## src/rtl/pwb_pkg.sv

```systemverilog
package pwb_pkg;

  // Strobes from the sequencing control to the datapath
  typedef struct packed {
    logic loadAddr;   // take a new start address, drop pending slots
    logic takeByte;   // store byteData at the running slot
    logic commitGo;   // stop accepted with pending data: latch protect
    logic walkActive; // commit walk is visiting one slot per cycle
    logic endWalk;    // last slot of the walk this cycle
  } pwbStrobes_t;

  typedef enum logic [1:0] {
    PH_IDLE,
    PH_WALK,
    PH_HOLD
  } pwbPhase_t;

endpackage

```

## src/rtl/pwb_control.sv

```systemverilog
module pwb_control
  import pwb_pkg::*;
#(
  parameter int PAGE_BYTES = 8,
  parameter int CYCLE_CLKS = 2000,
  localparam int SLOT_W  = $clog2(PAGE_BYTES),
  localparam int TIMER_W = $clog2(CYCLE_CLKS + 1)
) (
  input  logic              clk,
  input  logic              rstN,
  input  logic              addrLoad,
  input  logic              byteValid,
  input  logic              stopEvt,
  input  logic              havePending,
  output pwbStrobes_t       strobes,
  output logic [SLOT_W-1:0] walkIdx,
  output logic              busy
);

  localparam logic [SLOT_W-1:0]  LAST_SLOT = SLOT_W'(PAGE_BYTES - 1);
  localparam logic [SLOT_W-1:0]  SLOT_ONE  = SLOT_W'(1);
  localparam logic [TIMER_W-1:0] HOLD_LOAD = TIMER_W'(CYCLE_CLKS - 1);
  localparam logic [TIMER_W-1:0] TIMER_ONE = TIMER_W'(1);

  pwbPhase_t          phase;
  logic [TIMER_W-1:0] holdCnt;
  logic               isIdle;

  assign isIdle = (phase == PH_IDLE);
  assign busy   = !isIdle;

  always_comb begin
    strobes            = '0;
    strobes.loadAddr   = isIdle && addrLoad;
    strobes.takeByte   = isIdle && byteValid && !addrLoad;
    strobes.commitGo   = isIdle && stopEvt && !addrLoad && (havePending || byteValid);
    strobes.walkActive = (phase == PH_WALK);
    strobes.endWalk    = (phase == PH_WALK) && (walkIdx == LAST_SLOT);
  end

  always_ff @(posedge clk) begin
    if (!rstN) begin
      phase   <= PH_IDLE;
      walkIdx <= '0;
      holdCnt <= '0;
    end else begin
      unique case (phase)
        PH_IDLE: begin
          if (strobes.commitGo) begin
            phase   <= PH_WALK;
            walkIdx <= '0;
          end
        end
        PH_WALK: begin
          if (strobes.endWalk) begin
            phase   <= PH_HOLD;
            holdCnt <= HOLD_LOAD;
          end else begin
            walkIdx <= walkIdx + SLOT_ONE;
          end
        end
        PH_HOLD: begin
          if (holdCnt == '0) phase <= PH_IDLE;
          else               holdCnt <= holdCnt - TIMER_ONE;
        end
        default: phase <= PH_IDLE;
      endcase
    end
  end

endmodule

```

## src/rtl/pwb_datapath.sv

```systemverilog
module pwb_datapath
  import pwb_pkg::*;
#(
  parameter int ADDR_W     = 8,
  parameter int DATA_W     = 8,
  parameter int PAGE_BYTES = 8,
  localparam int SLOT_W = $clog2(PAGE_BYTES),
  localparam int ROW_W  = ADDR_W - SLOT_W
) (
  input  logic              clk,
  input  logic              rstN,
  input  pwbStrobes_t       strobes,
  input  logic [SLOT_W-1:0] walkIdx,
  input  logic [ADDR_W-1:0] addrIn,
  input  logic [DATA_W-1:0] byteData,
  input  logic              wpIn,
  output logic              havePending,
  output logic [ADDR_W-1:0] curAddr,
  output logic              memWe,
  output logic [ADDR_W-1:0] memAddr,
  output logic [DATA_W-1:0] memWdata
);

  localparam logic [SLOT_W-1:0] SLOT_ONE = SLOT_W'(1);

  logic [ROW_W-1:0]  rowPtr;
  logic [SLOT_W-1:0] slotPtr;
  logic [DATA_W-1:0] slotData [PAGE_BYTES];
  logic [PAGE_BYTES-1:0] slotValid;
  logic              wpHeld;

  assign curAddr = {rowPtr, slotPtr};

  // Running address: row fixed, slot wraps inside the page
  always_ff @(posedge clk) begin
    if (!rstN) begin
      rowPtr  <= '0;
      slotPtr <= '0;
    end else if (strobes.loadAddr) begin
      rowPtr  <= addrIn[ADDR_W-1:SLOT_W];
      slotPtr <= addrIn[SLOT_W-1:0];
    end else if (strobes.takeByte) begin
      slotPtr <= slotPtr + SLOT_ONE;
    end
  end

  // One storage slot per byte of the page
  for (genvar i = 0; i < PAGE_BYTES; i++) begin : g_slot
    always_ff @(posedge clk) begin
      if (!rstN) begin
        slotData[i]  <= '0;
        slotValid[i] <= 1'b0;
      end else if (strobes.takeByte && (slotPtr == SLOT_W'(i))) begin
        slotData[i]  <= byteData;
        slotValid[i] <= 1'b1;
      end else if (strobes.loadAddr || strobes.endWalk) begin
        slotValid[i] <= 1'b0;
      end
    end
  end

  always_ff @(posedge clk) begin
    if (!rstN)                 wpHeld <= 1'b0;
    else if (strobes.commitGo) wpHeld <= wpIn;
  end

  assign havePending = |slotValid;
  assign memWe    = strobes.walkActive && slotValid[walkIdx] && !wpHeld;
  assign memAddr  = {rowPtr, walkIdx};
  assign memWdata = slotData[walkIdx];

endmodule

```

## src/rtl/page_write_buffer.sv

```systemverilog
module page_write_buffer
  import pwb_pkg::*;
#(
  parameter int ADDR_W     = 8,
  parameter int DATA_W     = 8,
  parameter int PAGE_BYTES = 8,
  parameter int CYCLE_CLKS = 2000,
  localparam int SLOT_W = $clog2(PAGE_BYTES)
) (
  input  logic              clk,
  input  logic              rstN,
  input  logic              addrLoad,
  input  logic [ADDR_W-1:0] addrIn,
  input  logic              byteValid,
  input  logic [DATA_W-1:0] byteData,
  input  logic              stopEvt,
  input  logic              wpIn,
  output logic              busy,
  output logic [ADDR_W-1:0] curAddr,
  output logic              memWe,
  output logic [ADDR_W-1:0] memAddr,
  output logic [DATA_W-1:0] memWdata
);

  pwbStrobes_t       strobes;
  logic [SLOT_W-1:0] walkIdx;
  logic              havePending;

  pwb_control #(
    .PAGE_BYTES(PAGE_BYTES),
    .CYCLE_CLKS(CYCLE_CLKS)
  ) u_control (
    .clk        (clk),
    .rstN       (rstN),
    .addrLoad   (addrLoad),
    .byteValid  (byteValid),
    .stopEvt    (stopEvt),
    .havePending(havePending),
    .strobes    (strobes),
    .walkIdx    (walkIdx),
    .busy       (busy)
  );

  pwb_datapath #(
    .ADDR_W    (ADDR_W),
    .DATA_W    (DATA_W),
    .PAGE_BYTES(PAGE_BYTES)
  ) u_datapath (
    .clk        (clk),
    .rstN       (rstN),
    .strobes    (strobes),
    .walkIdx    (walkIdx),
    .addrIn     (addrIn),
    .byteData   (byteData),
    .wpIn       (wpIn),
    .havePending(havePending),
    .curAddr    (curAddr),
    .memWe      (memWe),
    .memAddr    (memAddr),
    .memWdata   (memWdata)
  );

endmodule

```

## config.mk

```make
export PLATFORM = sky130hd
export DESIGN_NAME = page_write_buffer
export DESIGN_NICKNAME = d
export VERILOG_FILES = /design/src/rtl/pwb_pkg.sv /design/src/rtl/pwb_control.sv /design/src/rtl/pwb_datapath.sv /design/src/rtl/page_write_buffer.sv
export SDC_FILE = /design/constraint.sdc
export NUM_CORES = 1
export LEC_CHECK = 0
export BUFFER_PORTS_ARGS = -buffer_cell sky130_fd_sc_hd__buf_4
export CORE_MARGIN = 2
export CORE_UTILIZATION = 55
export DETAILED_ROUTE_END_ITERATION = 16
export PLACE_DENSITY_LB_ADDON = 0.1
export SETUP_SLACK_MARGIN = 0.05
export SYNTH_ARGS = -nofsm -noshare
export SYNTH_HDL_FRONTEND = slang
export SYNTH_SLANG_ARGS = --single-unit
```

## constraint.sdc

```tcl
create_clock -name clk -period 2.85 [get_ports clk]
set_input_delay 0.57 -clock clk [delete_from_list [all_inputs] [get_ports clk]]
set_output_delay 0.57 -clock clk [all_outputs]
set_load 0.02 [all_outputs]
```

---- Yosys cells after proc, flatten, opt, wreduce, memory -nomap -nowiden ----
Memories as Yosys holds them, arrays and structs flattened. A register that Yosys moved wholly into a read port is not among the register bits.
Cells that the tools add are included.
operators by class
  shift-type cells ........................ 0
  reductions and logical operators ........ 40
  add/subtract/negate cells ............... 3
  multiply operators ...................... 0
  divide/modulo/power cells ............... 0
  bitwise gates (word level) .............. 8
  equal/unequal tests ..................... 15
  $lt $le $gt $ge ......................... 1
  mux-type cells .......................... 58
operator list
  kind                                                                           number
  8-bit 2-to-1 mux                                                               8
  1-bit 2-to-1 mux                                                               35
  11-bit 2-to-1 mux                                                              2
  11-bit one-hot mux with 2 select lines                                         1
  2-bit nonzero test                                                             11
  3-bit 2-to-1 mux                                                               6
  1-bit logical AND                                                              17
  3-bit equality test (second input constant)                                    5
  11-bit logical NOT                                                             1
  11-bit by 1-bit subtractor with 11-bit output (second input constant)          1
  3-bit AND reduction                                                            3
  2-bit != test (second input constant)                                          4
  1-bit bitwise OR                                                               8
  8-bit OR reduction                                                             1
  3-bit by 1-bit adder with 3-bit output (second input constant)                 2
  3-bit by 2-bit equality test with 1-bit output (second input constant)         2
  2-bit 2-to-1 mux                                                               3
  2-bit one-hot mux with 3 select lines                                          1
  3-bit one-hot mux with 2 select lines                                          1
  3-bit by 4-bit less-than comparator with 1-bit output (second input constant)  1
  1-bit binary-select mux with 3-bit select                                      1
  3-bit by 1-bit equality test with 1-bit output (second input constant)         1
  1-bit logical NOT                                                              3
  3-bit logical NOT                                                              1
  other kinds (5)                                                                6
storage, ports and cells
  memory bits (read-only) ................. 0
  input port bits ......................... 22
  RAM bits ................................ 64
  flip-flop bits (word level) ............. 33
  word-level logic and storage cells ...... 140
  output and inout bits ................... 26
  memories kept ........................... 1
  bits in latches ......................... 0
memories
  memory               words  width  rd ports  clocked after Yosys merged registers in  write ports  RTL line            RTL
  u_datapath.slotData  8      8      1         1                                        8            pwb_datapath.sv:28  logic [DATA_W-1:0] slotData [PAGE_BYTES];

---- Longest topological paths before layout ----
  depth after elaboration ................. 8
  depth in mapped cells ................... 8
  gate-level depth less buffers ........... 6

---- Hierarchy ----
A second synthesis with hierarchy kept.
second synthesis, totals
  cell total of the unflattened synthesis .. 371
  area total of the unflattened synthesis .. 4,710.8 µm²
modules (own cells, without submodules)
  module        seq. area each (µm²)  cells each  area each (µm²)  times used
  pwb_datapath  2,262.2               272         3,882.5          1
  pwb_control   320.3                 99          828.3            1

---- Least setup slack after synthesis ----
OpenSTA, ideal clock, no wires.
  path type ............................... reg2out
  start point ............................. register with a tool-made name
  end point ............................... output memWdata[5]
  cell stages (with the launch flop) ...... 5
  path buffers ............................ 2
  setup slack ............................. 859 ps
  arrival ................................. 1,421 ps
  data required time ...................... 2,280 ps
  path through ............................ dfxtp_1 -> buf_6 -> buf_12 -> mux4_1 -> mux2_2
RTL lines
  element           RTL line                 RTL
  end: declaration  page_write_buffer.sv:22  output logic [DATA_W-1:0] memWdata

==> metrics.txt <==
# TYPE chip_impl_metric gauge
chip_impl_metric{name="rr_worst_depth",unit=""} 6
chip_impl_metric{name="syn_area_per_cell",unit="µm²"} 12.3
chip_impl_metric{name="slew-limit-headroom",unit="%"} 22.5
chip_impl_metric{name="floorplan.initialDensity",unit="%"} 56.5
chip_impl_metric{name="r2r_slack",unit="ps"} 490
chip_impl_info{name="critical-path-top-cell-by-count",value="buf_4"} 1
chip_impl_metric{name="global_route_wire_length_before_repair",unit="µm"} 16700
chip_impl_metric{name="setup-violations-final",unit=""} 0
chip_impl_metric{name="number_of_buffers_added_by_the_clock_tree_synthesis_step",unit=""} 9
chip_impl_metric{name="cts_sinks",unit=""} 100
chip_impl_metric{name="fmax",unit="MHz"} 381
chip_impl_metric{name="fin_tns_setup",unit="ps"} 0
chip_impl_metric{name="clock_insertion_delay_worst_skew",unit="ps"} 360
chip_impl_info{name="critical_path.reg2reg.endpoint",value="u_datapath.slotData[6][3]"} 1
chip_impl_info{name="cts-root-buf",value="clkbuf_8"} 1
chip_impl_info{name="worst_hold_path.endpoint",value="u_datapath.slotPtr[2]"} 1
chip_impl_metric{name="fin_area",unit="µm²"} 5440
chip_impl_metric{name="final_std_cells_w_o_fill",unit=""} 546
chip_impl_metric{name="syn_nets",unit=""} 433
chip_impl_metric{name="yosys_warnings",unit=""} 0
chip_impl_metric{name="fin_worst_skew",unit="ps"} 16.4
chip_impl_metric{name="layout_cell_share_with_drive_strength_beyond_1",unit="%"} 21.7
chip_impl_metric{name="clk_pin_slew",unit="ps"} 100
chip_impl_metric{name="drtIter0Drc",unit=""} 192
chip_impl_metric{name="cts_buffer_depth",unit=""} 2
chip_impl_metric{name="syn_inst",unit=""} 398
chip_impl_metric{name="gp_congestion",unit=""} 0.896
chip_impl_info{name="synth-main-ff-cell",value="edfxtp_1"} 1
chip_impl_metric{name="post_synth_num_cell_types",unit=""} 51
chip_impl_metric{name="die_w",unit="µm"} 98.4
chip_impl_metric{name="grt.overflow.total",unit=""} 0
chip_impl_metric{name="route.detailed.drc",unit=""} 0
chip_impl_metric{name="vdd_ir_drop_max",unit="mV"} 0.428
chip_impl_metric{name="postCtsHoldBufs",unit=""} 0
chip_impl_info{name="crit_path_cell_trace",value="buf_4, mux4_1, mux2_2, buf_4"} 1
chip_impl_info{name="worst_path_max_delay_cell",value="mux4_1"} 1
chip_impl_metric{name="worstMarginPinSlew",unit="ps"} 1160
chip_impl_info{name="critical_path.top_delay_family",value="multiplexers"} 1
chip_impl_metric{name="power_density",unit="nW/µm²"} 723
chip_impl_metric{name="dp.cells",unit=""} 530
chip_impl_metric{name="leakagePower",unit="nW"} 2.24
chip_impl_metric{name="timing.final.crit_period",unit="ps"} 2620
chip_impl_info{name="hold_startpoint",value="addrIn[2]"} 1
chip_impl_metric{name="clock_tree.htree_level_count",unit=""} 3
chip_impl_metric{name="first_global_vias",unit=""} 3212
chip_impl_metric{name="grt.total_usage",unit="%"} 22.0
chip_impl_metric{name="placement.cell_area",unit="µm²"} 5260
chip_impl_metric{name="synth_seq_cells",unit=""} 100
chip_impl_info{name="setup.worst_path.class",value="reg2out"} 1
chip_impl_metric{name="hold_depth",unit=""} 3
chip_impl_metric{name="synth.yosys.seq_area_share",unit="%"} 53.9
chip_impl_metric{name="pin_count",unit=""} 48
chip_impl_metric{name="grt_antenna_before_repair",unit=""} 0
chip_impl_metric{name="postRouteWirelength",unit="µm"} 10300
chip_impl_metric{name="grt_start_max_net_pins",unit=""} 25
chip_impl_metric{name="via_per_inst",unit=""} 5.89
chip_impl_metric{name="edff_count_synth",unit=""} 64
chip_impl_metric{name="post_cts_resize_count",unit=""} 0
chip_impl_metric{name="path_buf_inv",unit=""} 2
chip_impl_metric{name="fin_nets",unit=""} 468
chip_impl_metric{name="critical_path_fanouts_max",unit=""} 16
chip_impl_metric{name="timing.critical_path.slowest_cell_delay",unit="ps"} 630
chip_impl_metric{name="num_vias",unit=""} 3218
chip_impl_metric{name="fin_crit_sh",unit="%"} 92.0
chip_impl_metric{name="avgRoutedWirePerCell",unit="µm"} 18.9
chip_impl_metric{name="slew_viol_final",unit=""} 0
chip_impl_metric{name="cp.arrival",unit="ps"} 2050
chip_impl_info{name="tritoncts",value="done"} 1
chip_impl_metric{name="cts_setup_buffers",unit=""} 0
chip_impl_metric{name="area_delta_synth_final",unit="%"} 11.0
chip_impl_metric{name="dp_hpwl",unit="µm"} 7280
chip_impl_info{name="critical_path.startpoint_type",value="register"} 1
chip_impl_metric{name="dr.pass1.iters",unit=""} 5
chip_impl_metric{name="worst-endpoint-required",unit="ps"} 2280
chip_impl_metric{name="core-area",unit="µm²"} 8680
chip_impl_info{name="cp-end-kind",value="primary output"} 1
chip_impl_metric{name="core.rowCount",unit=""} 34
chip_impl_metric{name="port_buffers",unit=""} 47
chip_impl_metric{name="num_antenna_cells",unit=""} 0
chip_impl_metric{name="final_util",unit="%"} 62.7
chip_impl_metric{name="die_height",unit="µm"} 98.4
chip_impl_info{name="outcome",value="completed"} 1
chip_impl_metric{name="maxCapViolCount",unit=""} 0
chip_impl_metric{name="synth-async-reset-ratio",unit="%"} 0
chip_impl_metric{name="timing.final.hold_violations",unit=""} 0
chip_impl_info{name="r2r-start",value="u_control.phase[0]"} 1
chip_impl_info{name="hold_path.class",value="in2reg"} 1
chip_impl_metric{name="post_synth_instance_area",unit="µm²"} 4900
chip_impl_metric{name="floorplan.die_area",unit="µm²"} 9690
chip_impl_info{name="grt_setup_unrepaired",value="false"} 1
chip_impl_metric{name="antenna_left",unit=""} 0
through the flow:
stage / setup slack (ps) / hold slack [ps] / total power, mW
after CTS: 197 / 430 / 3.94
after global routing: 143 / 435 / 4.16
after floorplan: 859 / 442 / 2.81
after global placement: 363 / 460 / 3.09
after detailed placement: 259 / 469 / 3.11
final: 227 / 441 / 3.93
worst reg2reg max path, delay by kind of cell (launching register included):
kind | cells | cell delay (ps)
flip-flops | 1 | 330
buffers and inverters | 1 | 100
AND/OR/NAND/NOR | 4 | 1650
adder cells (fa/ha/maj) | 1 | 180
routing by layer:
metal	global-route usage [%]	vias to the layer above	part of all wire (%)
met5	0	-	0
met4	4.43	0	0.79
met3	4.18	6	5.1
met2	37.7	92	51
met1	29.8	1574	43
li1	-	1546	-
sequential cells by signal (all words and copies together) (netlist names), named ones only:
register and cells:
u_control.walkIdx 3, u_datapath.rowPtr 5, u_datapath.slotValid 8, u_control.phase 2, u_datapath.slotPtr 3, u_datapath.slotData 64, u_control.holdCnt 11, u_datapath.wpHeld 1
cells by family (layout without fill, tap and decap cells):
| kind of cell | after synthesis | count (layout) | synth area share, % |
|---|---|---|---|
| multiplexers | 30 | 30 | 11.7 |
| adder cells (fa/ha/maj) | 13 | 13 | 3.32 |
| XOR/XNOR | 1 | 1 | 0.179 |
| buffers and inverters | 38 | 78 | 4.23 |
| AO/OA/AOI/OAI | 53 | 53 | 7.35 |
| flip-flops | 100 | 100 | 53.9 |
| AND/OR/NAND/NOR | 163 | 163 | 19.4 |
layout by cell type (no fill, tap or decap), drive strengths merged, types with 7 or more instances in the layout:
cell,instances
edfxtp,64
buf,52
and2,50
nand2,36
dfxtp,36
and3,24
mux4,18
a21oi,16
ha,13
nor2,12
inv,12
clkbuf,9
mux2,8
nand3,8
o31a,7
nor3,7
cells in the mapped netlist (2+ instances only):
cell | instances | area [µm²]
edfxtp_1 | 64 | 1920
and2_1 | 50 | 313
dfxtp_1 | 36 | 721
nand2_1 | 36 | 135
and3_1 | 24 | 150
a21oi_1 | 16 | 80.1
ha_1 | 13 | 163
clkbuf_1 | 12 | 45.0
nor2_1 | 12 | 45.0
mux4_1 | 10 | 263
inv_1 | 9 | 33.8
mux2_2 | 8 | 90.1
mux4_2 | 8 | 180
nand3_1 | 7 | 35.0
o31a_1 | 7 | 61.3
a21o_1 | 6 | 45.0
buf_2 | 6 | 30.0
nand4_1 | 6 | 37.5
a31oi_1 | 5 | 31.3
buf_4 | 5 | 37.5
nor3_1 | 5 | 25.0
o21ai_0 | 5 | 25.0
mux2i_1 | 4 | 40.0
o21a_1 | 4 | 30.0
buf_6 | 3 | 33.8
nand3b_1 | 3 | 22.5
nor4_1 | 3 | 18.8
a211o_1 | 2 | 17.5
a211oi_1 | 2 | 15.0
a311oi_1 | 2 | 17.5
nand4b_1 | 2 | 17.5
nor3_2 | 2 | 20.0
nor3b_1 | 2 | 15.0
or2_2 | 2 | 12.5
layout make-up:
| class | count | area [µm²] |
|---|---|---|
| Fill cell | 727 | 3240 |
| Sequential cell | 100 | 2640 |
| Timing Repair Buffer | 52 | 390 |
| Clock buffer | 9 | 124 |
| Tap cell | 108 | 135 |
| Multi-Input combinational cell | 260 | 2050 |
| Inverter | 10 | 37.5 |
| Clock inverter | 7 | 58.8 |
worst max-delay path by stage:
| stage | from | to | cells past startpoint |
|---|---|---|---|
| 2_1_floorplan | register | memWdata[5] | 4 |
| 3_3_place_gp | rstN | u_datapath.slotData[6][5] | 5 |
| 3_5_place_dp | rstN | u_datapath.slotData[6][3] | 5 |
| 4_1_cts | register | memWdata[3] | 4 |
| 5_1_grt | register | memWdata[4] | 4 |
| 6_report | register | memWdata[3] | 4 |
report_power, final:
part	switching, mW	total, mW	internal [mW]
logic	0.720	1.25	0.527
clock network	0.521	0.851	0.330
registers	0.139	1.84	1.70
Note: power is estimated with default switching activity, not from simulation.
